--- config.mk ---
export PLATFORM = sky130hd
export DESIGN_NAME = mcart_sup_regs
export DESIGN_NICKNAME = d
export VERILOG_FILES = /design/src/rtl/mcart_sup_pkg.sv /design/src/rtl/mcart_sup_decode.sv /design/src/rtl/mcart_sup_core.sv /design/src/rtl/mcart_sup_pins.sv /design/src/rtl/mcart_sup_regs.sv
export SDC_FILE = /design/constraint.sdc
export NUM_CORES = 1
export LEC_CHECK = 0
export ABC_AREA = 1
export BUFFER_PORTS_ARGS = -buffer_cell sky130_fd_sc_hd__buf_2
export CAP_MARGIN = 20
export CORE_MARGIN = 2
export CORE_UTILIZATION = 40
export CTS_CLUSTER_SIZE = 25
export DETAILED_ROUTE_END_ITERATION = 16
export PLACE_DENSITY = 0.81
export SLEW_MARGIN = 20
export SYNTH_ARGS = -nofsm -noshare
export SYNTH_HDL_FRONTEND = slang
export SYNTH_SLANG_ARGS = --single-unit
--- constraint.sdc ---
create_clock -name clk -period 1.9 [get_ports clk]
set_input_delay 0.38 -clock clk [delete_from_list [all_inputs] [get_ports clk]]
set_output_delay 0.38 -clock clk [all_outputs]
set_load 0.1 [all_outputs]
--- src/rtl/mcart_sup_pkg.sv ---
package mcart_sup_pkg;

   // One-hot decode of the bus cycle on the current address.
   typedef struct packed {
      logic sel_wr;    // mapper select / flags write
      logic ofs_wr;    // outer offset middle field write
      logic misc_wr;   // lockable misc write
      logic misc2_wr;  // second misc write
      logic eep_wr;    // EEPROM pin write (variant 0 address)
      logic st_rd;     // status read address
   } hit_t;

   // EEPROM pin bundle: select, clock, data.
   typedef struct packed {
      logic sel;
      logic clk;
      logic dat;
   } eepins_t;

   localparam eepins_t PINS_RST = '{sel: 1'b1, clk: 1'b1, dat: 1'b0};

endpackage

--- src/rtl/mcart_sup_decode.sv ---
module mcart_sup_decode
   import mcart_sup_pkg::*;
#(
   parameter int                ADDR_W  = 16,
   parameter logic [ADDR_W-1:0] A_SEL   = 16'h5700,
   parameter logic [ADDR_W-1:0] A_OFS   = 16'h5701,
   parameter logic [ADDR_W-1:0] A_MISC  = 16'h5601,
   parameter logic [ADDR_W-1:0] A_MISC2 = 16'h5702,
   parameter logic [ADDR_W-1:0] A_EEP   = 16'h5301
) (
   input  logic [ADDR_W-1:0] addr,
   input  logic              wr,
   output hit_t              hit
);

   logic is_sel, is_ofs, is_misc, is_misc2, is_eep;

   always_comb begin
      is_sel   = (addr == A_SEL);
      is_ofs   = (addr == A_OFS);
      is_misc  = (addr == A_MISC);
      is_misc2 = (addr == A_MISC2);
      is_eep   = (addr == A_EEP);
   end

   always_comb begin
      hit.sel_wr   = wr & is_sel;
      hit.ofs_wr   = wr & is_ofs;
      hit.misc_wr  = wr & is_misc;
      hit.misc2_wr = wr & is_misc2;
      hit.eep_wr   = wr & is_eep;
      hit.st_rd    = is_eep | is_misc;
   end

endmodule

--- src/rtl/mcart_sup_core.sv ---
module mcart_sup_core #(
   parameter int                  VARIANT   = 0,
   parameter int                  DATA_W    = 8,
   parameter int                  OFS_W     = 16,
   parameter logic [OFS_W-1:0]    OFS_RST   = 16'h7FF0,
   parameter logic [DATA_W/2-1:0] FLAGS_RST = '1
) (
   input  logic                  clk,
   input  logic                  rst_n,
   input  logic [DATA_W-1:0]     wdata,
   input  logic                  sel_wr,
   input  logic                  ofs_wr,
   input  logic                  misc_wr,
   input  logic                  misc2_wr,
   output logic [DATA_W-1:0]     map_sel,
   output logic [DATA_W/2-1:0]   map_flags,
   output logic [OFS_W-1:0]      prg_ofs,
   output logic [DATA_W-1:0]     misc_q,
   output logic [DATA_W-1:0]     misc2_q,
   output logic                  inner_clr
);

   localparam int NIB_W    = DATA_W / 2;
   localparam int B4_POS   = 4;
   localparam int MID_LO   = 5;
   localparam int MID_HI   = MID_LO + DATA_W - 1;
   localparam int B13_POS  = MID_HI + 1;
   localparam int TOP_LO   = B13_POS + 1;
   localparam logic [NIB_W-1:0] VAR_NIB = NIB_W'(VARIANT);

   logic [NIB_W-1:0]  sel_lo;
   logic              ofs_b4;
   logic [DATA_W-1:0] ofs_mid;
   logic              ofs_b13;
   logic              misc_take;

   // Lock is the stored top bit, never the incoming data.
   assign misc_take = misc_wr & ~misc_q[DATA_W-1];

   always_ff @(posedge clk) begin
      if (!rst_n) begin
         sel_lo    <= '0;
         map_flags <= FLAGS_RST;
         inner_clr <= 1'b0;
      end else begin
         inner_clr <= sel_wr;
         if (sel_wr) begin
            sel_lo    <= wdata[DATA_W-1:NIB_W];
            map_flags <= wdata[NIB_W-1:0];
         end
      end
   end

   assign map_sel = {VAR_NIB, sel_lo};

   always_ff @(posedge clk) begin
      if (!rst_n)      ofs_b4 <= OFS_RST[B4_POS];
      else if (sel_wr) ofs_b4 <= wdata[0];
   end

   always_ff @(posedge clk) begin
      if (!rst_n)      ofs_mid <= OFS_RST[MID_HI:MID_LO];
      else if (ofs_wr) ofs_mid <= wdata;
   end

   always_ff @(posedge clk) begin
      if (!rst_n)         misc_q <= '0;
      else if (misc_take) misc_q <= wdata;
   end

   generate
      if (VARIANT == 1) begin : g_v1
         // Offset bit 13 is not driven by the misc register here.
         assign ofs_b13 = OFS_RST[B13_POS];
         always_ff @(posedge clk) begin
            if (!rst_n)        misc2_q <= '0;
            else if (misc2_wr) misc2_q <= wdata;
         end
      end else begin : g_vx
         logic unused_m2;
         logic b13_q;
         assign unused_m2 = misc2_wr;
         always_ff @(posedge clk) begin
            if (!rst_n)         b13_q <= OFS_RST[B13_POS];
            else if (misc_take) b13_q <= wdata[4];
         end
         assign ofs_b13 = b13_q;
         assign misc2_q = '0;
      end
   endgenerate

   assign prg_ofs = {OFS_RST[OFS_W-1:TOP_LO], ofs_b13, ofs_mid, ofs_b4,
                     OFS_RST[B4_POS-1:0]};

endmodule

--- src/rtl/mcart_sup_pins.sv ---
module mcart_sup_pins
   import mcart_sup_pkg::*;
#(
   parameter int VARIANT = 0,
   parameter int DATA_W  = 8
) (
   input  logic              clk,
   input  logic              rst_n,
   input  logic [DATA_W-1:0] wdata,
   input  logic              eep_wr,
   input  logic              misc_wr,
   output eepins_t           pins
);

   logic    pin_ld;
   eepins_t pin_nxt;

   generate
      if (VARIANT == 0) begin : g_v0
         logic unused_v0;
         assign unused_v0 = ^{misc_wr, wdata[DATA_W-1:3]};
         assign pin_ld    = eep_wr;
         assign pin_nxt   = '{sel: wdata[2], clk: wdata[1], dat: wdata[0]};
      end else if (VARIANT == 1) begin : g_v1
         logic unused_v1;
         assign unused_v1 = ^{eep_wr, wdata[DATA_W-1:5], wdata[3:2]};
         assign pin_ld    = misc_wr;
         assign pin_nxt   = '{sel: wdata[4], clk: wdata[1], dat: wdata[0]};
      end else begin : g_none
         logic unused_vn;
         assign unused_vn = ^{eep_wr, misc_wr, wdata};
         assign pin_ld    = 1'b0;
         assign pin_nxt   = PINS_RST;
      end
   endgenerate

   always_ff @(posedge clk) begin
      if (!rst_n)      pins <= PINS_RST;
      else if (pin_ld) pins <= pin_nxt;
   end

endmodule

--- src/rtl/mcart_sup_regs.sv ---
module mcart_sup_regs
   import mcart_sup_pkg::*;
#(
   parameter int                  VARIANT   = 0,
   parameter int                  ADDR_W    = 16,
   parameter int                  DATA_W    = 8,
   parameter int                  OFS_W     = 16,
   parameter logic [OFS_W-1:0]    OFS_RST   = 16'h7FF0,
   parameter logic [DATA_W/2-1:0] FLAGS_RST = '1,
   parameter logic [ADDR_W-1:0]   A_SEL     = 16'h5700,
   parameter logic [ADDR_W-1:0]   A_OFS     = 16'h5701,
   parameter logic [ADDR_W-1:0]   A_MISC    = 16'h5601,
   parameter logic [ADDR_W-1:0]   A_MISC2   = 16'h5702,
   parameter logic [ADDR_W-1:0]   A_EEP     = 16'h5301
) (
   input  logic                  clk,
   input  logic                  rst_n,
   input  logic [ADDR_W-1:0]     cpu_addr,
   input  logic [DATA_W-1:0]     cpu_wdata,
   input  logic                  cpu_wr,
   output logic [DATA_W-1:0]     cpu_rdata,
   input  logic                  ee_do,
   output logic                  ee_sel,
   output logic                  ee_clk,
   output logic                  ee_dat,
   output logic [DATA_W-1:0]     map_sel,
   output logic [DATA_W/2-1:0]   map_flags,
   output logic [OFS_W-1:0]      prg_ofs,
   output logic [DATA_W-1:0]     misc_q,
   output logic [DATA_W-1:0]     misc2_q,
   output logic                  misc_locked,
   output logic                  inner_clr
);

   localparam int PAD_W = DATA_W - 1;

   generate
      if (DATA_W != 8) begin : g_bad_data
         $error("mcart_sup_regs: DATA_W must be 8");
      end
      if (OFS_W < 15 || OFS_W > 32) begin : g_bad_ofs
         $error("mcart_sup_regs: OFS_W must be within 15..32");
      end
      if (VARIANT < 0 || VARIANT > 15) begin : g_bad_var
         $error("mcart_sup_regs: VARIANT must be within 0..15");
      end
      if (ADDR_W < 16) begin : g_bad_addr
         $error("mcart_sup_regs: ADDR_W must be at least 16");
      end
   endgenerate

   hit_t    hit;
   eepins_t pins;

   mcart_sup_decode #(
      .ADDR_W (ADDR_W),
      .A_SEL  (A_SEL),
      .A_OFS  (A_OFS),
      .A_MISC (A_MISC),
      .A_MISC2(A_MISC2),
      .A_EEP  (A_EEP)
   ) u_dec (
      .addr(cpu_addr),
      .wr  (cpu_wr),
      .hit (hit)
   );

   mcart_sup_core #(
      .VARIANT  (VARIANT),
      .DATA_W   (DATA_W),
      .OFS_W    (OFS_W),
      .OFS_RST  (OFS_RST),
      .FLAGS_RST(FLAGS_RST)
   ) u_core (
      .clk      (clk),
      .rst_n    (rst_n),
      .wdata    (cpu_wdata),
      .sel_wr   (hit.sel_wr),
      .ofs_wr   (hit.ofs_wr),
      .misc_wr  (hit.misc_wr),
      .misc2_wr (hit.misc2_wr),
      .map_sel  (map_sel),
      .map_flags(map_flags),
      .prg_ofs  (prg_ofs),
      .misc_q   (misc_q),
      .misc2_q  (misc2_q),
      .inner_clr(inner_clr)
   );

   mcart_sup_pins #(
      .VARIANT(VARIANT),
      .DATA_W (DATA_W)
   ) u_pins (
      .clk    (clk),
      .rst_n  (rst_n),
      .wdata  (cpu_wdata),
      .eep_wr (hit.eep_wr),
      .misc_wr(hit.misc_wr),
      .pins   (pins)
   );

   assign ee_sel      = pins.sel;
   assign ee_clk      = pins.clk;
   assign ee_dat      = pins.dat;
   assign misc_locked = misc_q[DATA_W-1];

   always_comb begin
      if (hit.st_rd) cpu_rdata = {ee_do, {PAD_W{1'b0}}};
      else           cpu_rdata = '1;
   end

endmodule

Word-level counts from Yosys, hierarchy flattened
Cells that the tools add are included.
{"block": "totals", "reg_bits": 30, "input_bits": 28, "elab_cells": 22, "out_inout_bits": 57}
{"block": "op_classes", "muxes": 1, "n_eq_ne": 4, "bitwise": 7}
{"operator": "16-bit by 15-bit equality test with 1-bit output (second input constant)", "n": 4}
{"operator": "8-bit two-way mux", "n": 1}
{"operator": "1-bit bitwise AND", "n": 5}
{"operator": "1-bit inverter", "n": 1}
{"operator": "1-bit OR", "n": 1}

Depth between registers and ports, before layout
{"block": "depth", "ltp_word": 3, "depth_mapped": 9, "ltp_nobuf": 8}

Modules after synthesis
Synthesis repeated with hierarchy kept, for this count alone.
{"block": "unflattened", "hier_cells": 200, "hier_area_um2": 1435.1}
{"mod": "mcart_sup_core", "cells_each": 134, "seq_area_each_um2": 520.5, "n_inst": 1, "area_each_um2": 1096.1}
{"mod": "mcart_sup_decode", "cells_each": 41, "seq_area_each_um2": 0.0, "n_inst": 1, "area_each_um2": 167.7}
{"mod": "mcart_sup_pins", "cells_each": 15, "seq_area_each_um2": 60.1, "n_inst": 1, "area_each_um2": 107.6}
{"mod": "mcart_sup_regs", "cells_each": 10, "seq_area_each_um2": 0.0, "n_inst": 1, "area_each_um2": 63.8}

Least setup slack after synthesis
No wires, ideal clock.
{"block": "synth_timing", "path_kind": "input to output", "from": "input cpu_addr[9]", "to": "output cpu_rdata[7]", "path_slack_ps": -1600, "path_buffers": 0, "arrival_time_ps": 3120, "stages": 6, "required_time_ps": 1520, "path_cell_list": "nand2_1 > inv_1 > nand3_1 > nor2_2 > o21ai_1 > or2_1"}
{"block": "synth_via", "elab_chain_len": 3, "word_cells_on_any_way": 4, "classes_between": "eq/ne (2); mux (1); bitwise (1)"}
{"item": "start: declaration", "line_no": "mcart_sup_regs.sv:18", "source": "input logic [ADDR_W-1:0] cpu_addr,"}
{"item": "16-bit by 15-bit equality test with 1-bit output, on equally long branches", "line_no": "mcart_sup_decode.sv:23, mcart_sup_decode.sv:21"}
{"item": "1-bit OR (*)", "line_no": "mcart_sup_decode.sv:32", "source": "hit.st_rd = is_eep | is_misc;"}
{"item": "8-bit two-way mux (*)", "line_no": "mcart_sup_regs.sv:108", "source": "if (hit.st_rd) cpu_rdata = {ee_do, {PAD_W{1'b0}}};"}
{"item": "end: declaration", "line_no": "mcart_sup_regs.sv:21", "source": "output logic [DATA_W-1:0] cpu_rdata,"}
Every way passes the cells marked *; elsewhere a longest branch is shown, timed or not.

Worst setup path in the final report
{"block": "layout_timing", "from": "input cpu_addr[3]", "to": "output cpu_rdata[7]"}
The elaborated chain is that of the path after synthesis.

==> key figures <==
Worst setup path
  • Critical Path, Cell by Cell: buf_2 -> nor2_4 -> nand3_4 -> nor2_1 -> o21ai_4 -> or2_4 -> buf_4
  • Worst-path maximum fanout: 3
  • R2r worst-path depth: 5
  • Worst EP required: 1520 ps
  • R2R setup slack: 960 ps
  • Setup CP Type: input pin to primary output
  • CP startpoint kind: input pin
  • Worst EP arrival: 1450 ps
  • Reg-to-reg endpoint: u_core.misc_q[3]
  • Reg2reg start: u_core.misc_q[7]
  • CP peak stage delay: 240 ps
  • Slowest CP cell: or2_4
  • Crit path capture type: primary output

CTS
  • CTS Root Cell: clkbuf_8
  • Worst skew pair latency: 280 ps
  • CTS tree: done
  • H-tree levels: 2
  • CTS sink count: 29
  • Hold_buf cts: 0
  • Worst-path clk slew: 60 ps
  • Number of buffers created by CTS: 5
  • Clock Path Buffers: 2

Route
  • Routed wire length: 3634 um
  • # DRC: 0
  • Initial DRC count: 25
  • Via count: 1457
  • Detail Route Antenna Nets: 0
  • Post-DR vias/cell: 4.469
  • Wire per inst: 11.15 um
  • Drt pass-1 iters: 4

Min path
  • Endpoint, Worst Hold: u_core.ofs_mid[7]
  • Hold Crit Class: input pin to flip-flop
  • Cells on Worst Hold Path: 3
  • HP Start: cpu_wdata[7]

Power and ir drop
  • Static leakage: 1.109 nW
  • Sw Ratio: 0.3150
  • Gate power share: 0.184
  • Internal: 0.9332 mW
  • Net Sw Power: 0.4291 mW
  • Cell Pwr Density: 655.5 nW/um^2
  • Clk pwr share: 0.369
  • Seq pwr share: 0.446
  • Peak supply drop: 0.0005807 V

Place
  • Port Buffer Count: 66
  • # placed instances: 319
  • Final weighted congestion in routability-driven placement: 0.7489
  • Estimated wirelength of the detail-placed design: 2812 um

GRT
  • Vias in the first global route: 1377
  • Initial antenna violation count: 0
  • Global Route Usage Sum: 0.1864
  • Largest net degree at the start of global routing: 28
  • First-pass GRT wire length: 6161 um
  • Grt ovf: 0

Finish
  • Final net count: 306
  • Synth-to-Final Area Change: 35.26%
  • Fin cells: 326
  • Share of cells above drive strength 1: 0.3777
  • Ant diodes: 0

Floorplanning
  • DIE AREA: 4353 um^2
  • DIE HEIGHT: 65.98 um
  • Initial core utilization: 0.4166
  • Placement Rows: 22
  • Core ar.: 3689 um^2
  • Ports: 85
  • Chip Width: 65.98 um

Timing
  • Worst hold slack: 338.8 ps
  • Final Max Slew Viols: 0
  • Unrepaired setup endpoints after global routing: false
  • Setup Skew: 4.915 ps
  • Hold Vio Cnt, Final: 0
  • Final Setup Violations: 0
  • Final min period: 1832 ps
  • Max Fclk: 545.8 MHz
  • Final period utilization: 0.9643

Synth
  • Synth unique cells: 26
  • Flops & latches, synth: 29
  • Post-Synth XOR/XNOR Area: 0
  • Combinational family with the most area after synthesis: simple AND/OR/NAND/NOR gates
  • Simple-gate area share of the yosys netlist: 0.4031
  • Post-synthesis mux area share: 0
  • Synth Area in Adders: 0
  • Syn Area/Cell: 7.248 um^2
  • Compound-gate portion of the synthesized area: 0.01629
  • Synthesized instance count: 212
  • Post-Syn Area: 1536 um^2
  • Post-synthesis sequential area ratio: 0.3779
  • Syn. warnings: 0

Run
  • Total of max-cap violations: 0

Status
  • Status: finished clean
-- worst max-delay path: cells and delay by family --
family          cells  cell delay, ps
compound gates      1              80
buf+inv             2             350
simple gates        4             640
-- layout make-up --
class | instances | area, um^2
multi-input combinational | 148 | 772.0
fill | 360 | 1610
sequential | 29 | 580.6
inverter | 19 | 73.82
timing repair buffer | 75 | 505.5
clock buffer | 7 | 86.33
tap | 48 | 60.06
-- flip-flops by register name (all words and copies together), names as in the netlist --
name and cells:
u_core.map_flags 4, u_core.inner_clr 1, u_core.sel_lo 4, u_core.misc_q 8, u_pins.pins 3, u_core.ofs_mid 8, u_core.g_vx.b13_q 1
-- power by group through the flow --
stage          sequential, mW  clock (mW)  combinational (mW)
6_report                0.608       0.503               0.251
5_1_grt                 0.608       0.539               0.265
4_1_cts                 0.608       0.510               0.251
3_5_place_dp            0.621           0               0.250
3_3_place_gp            0.621           0               0.248
2_1_floorplan           0.622           0               0.224
-- kinds of logic (layout without fill, tap and decap cells) --
group                  Yosys count  count (layout)
DFF                             29              29
other                            2              18
buffers and inverters           51             101
AOI/OAI and AO/OA                5               5
and+or+nand+nor                125             125
-- through the flow --
stage | setup WS (ps) | area (um^2) | total power [mW] | utilization | setup TNS (ps)
2_1_floorplan | -186.6 | 1657 | 0.8453 | - | -1141
6_report | 67.89 | 2078 | 1.362 | 0.5634 | 0
5_1_grt | 1.646 | 2078 | 1.411 | 0.5634 | 0
3_3_place_gp | 25.30 | 1987 | 0.8690 | 0.5387 | 0
4_1_cts | 16.56 | 2076 | 1.369 | 0.5628 | 0
3_5_place_dp | -5.093 | 1987 | 0.8713 | 0.5387 | -5.093
-- placed cells by master, fill, tap and decap left out, types with 2 or more instances in the layout --
cell type,n
conb_1,18
nand2_1,47
nand2_4,2
buf_4,10
inv_1,14
nor2_2,3
nand3b_1,5
nand3_1,23
nor2_4,3
buf_2,58
buf_12,7
inv_2,4
nand3_4,2
clkbuf_8,6
dfxtp_1,29
nor2_1,29
nand3_2,2
a21oi_1,3
-- synthesized netlist by cell type, drive strengths merged --
| library cell | number | share of area |
|---|---|---|
| a21oi | 3 | 0.0098 |
| buf | 30 | 0.15 |
| nand3b | 5 | 0.024 |
| o21ai | 2 | 0.0065 |
| inv | 19 | 0.046 |
| nand2 | 51 | 0.13 |
| nor3 | 2 | 0.017 |
| and3 | 1 | 0.0041 |
| dfxtp | 29 | 0.38 |
| clkbuf | 2 | 0.0049 |
| conb | 2 | 0.0049 |
| and2 | 1 | 0.0041 |
| nor2 | 36 | 0.11 |
| nand3 | 27 | 0.11 |
| or2 | 1 | 0.0041 |
| nand4 | 1 | 0.0041 |
-- repair_timing --
action / CTS / global route
setup buffers: 0 / 0
resized for setup: 1 / 1
setup endpoints to repair: 1 / 1
-- worst max-delay path by stage --
stage                      start      endpoint  depth (start not counted)
detailed placement   cpu_addr[3]  cpu_rdata[7]                          7
global route         cpu_addr[6]  cpu_rdata[7]                          7
floorplan           cpu_addr[14]  cpu_rdata[7]                          6
global placement     cpu_addr[3]  cpu_rdata[7]                          7
finish               cpu_addr[3]  cpu_rdata[7]                          7
CTS                 cpu_addr[13]  cpu_rdata[7]                          7
-- routing by layer --
metal  up-vias  GRT usage  routed length (um)
li1        740          -                   -
met1       652     0.2090                1512
met2        57     0.3232                1727
met3         8    0.05451                 336
met4         0    0.08673                  58
met5         -          0                   0
Note: power is estimated with default switching activity, not from simulation.
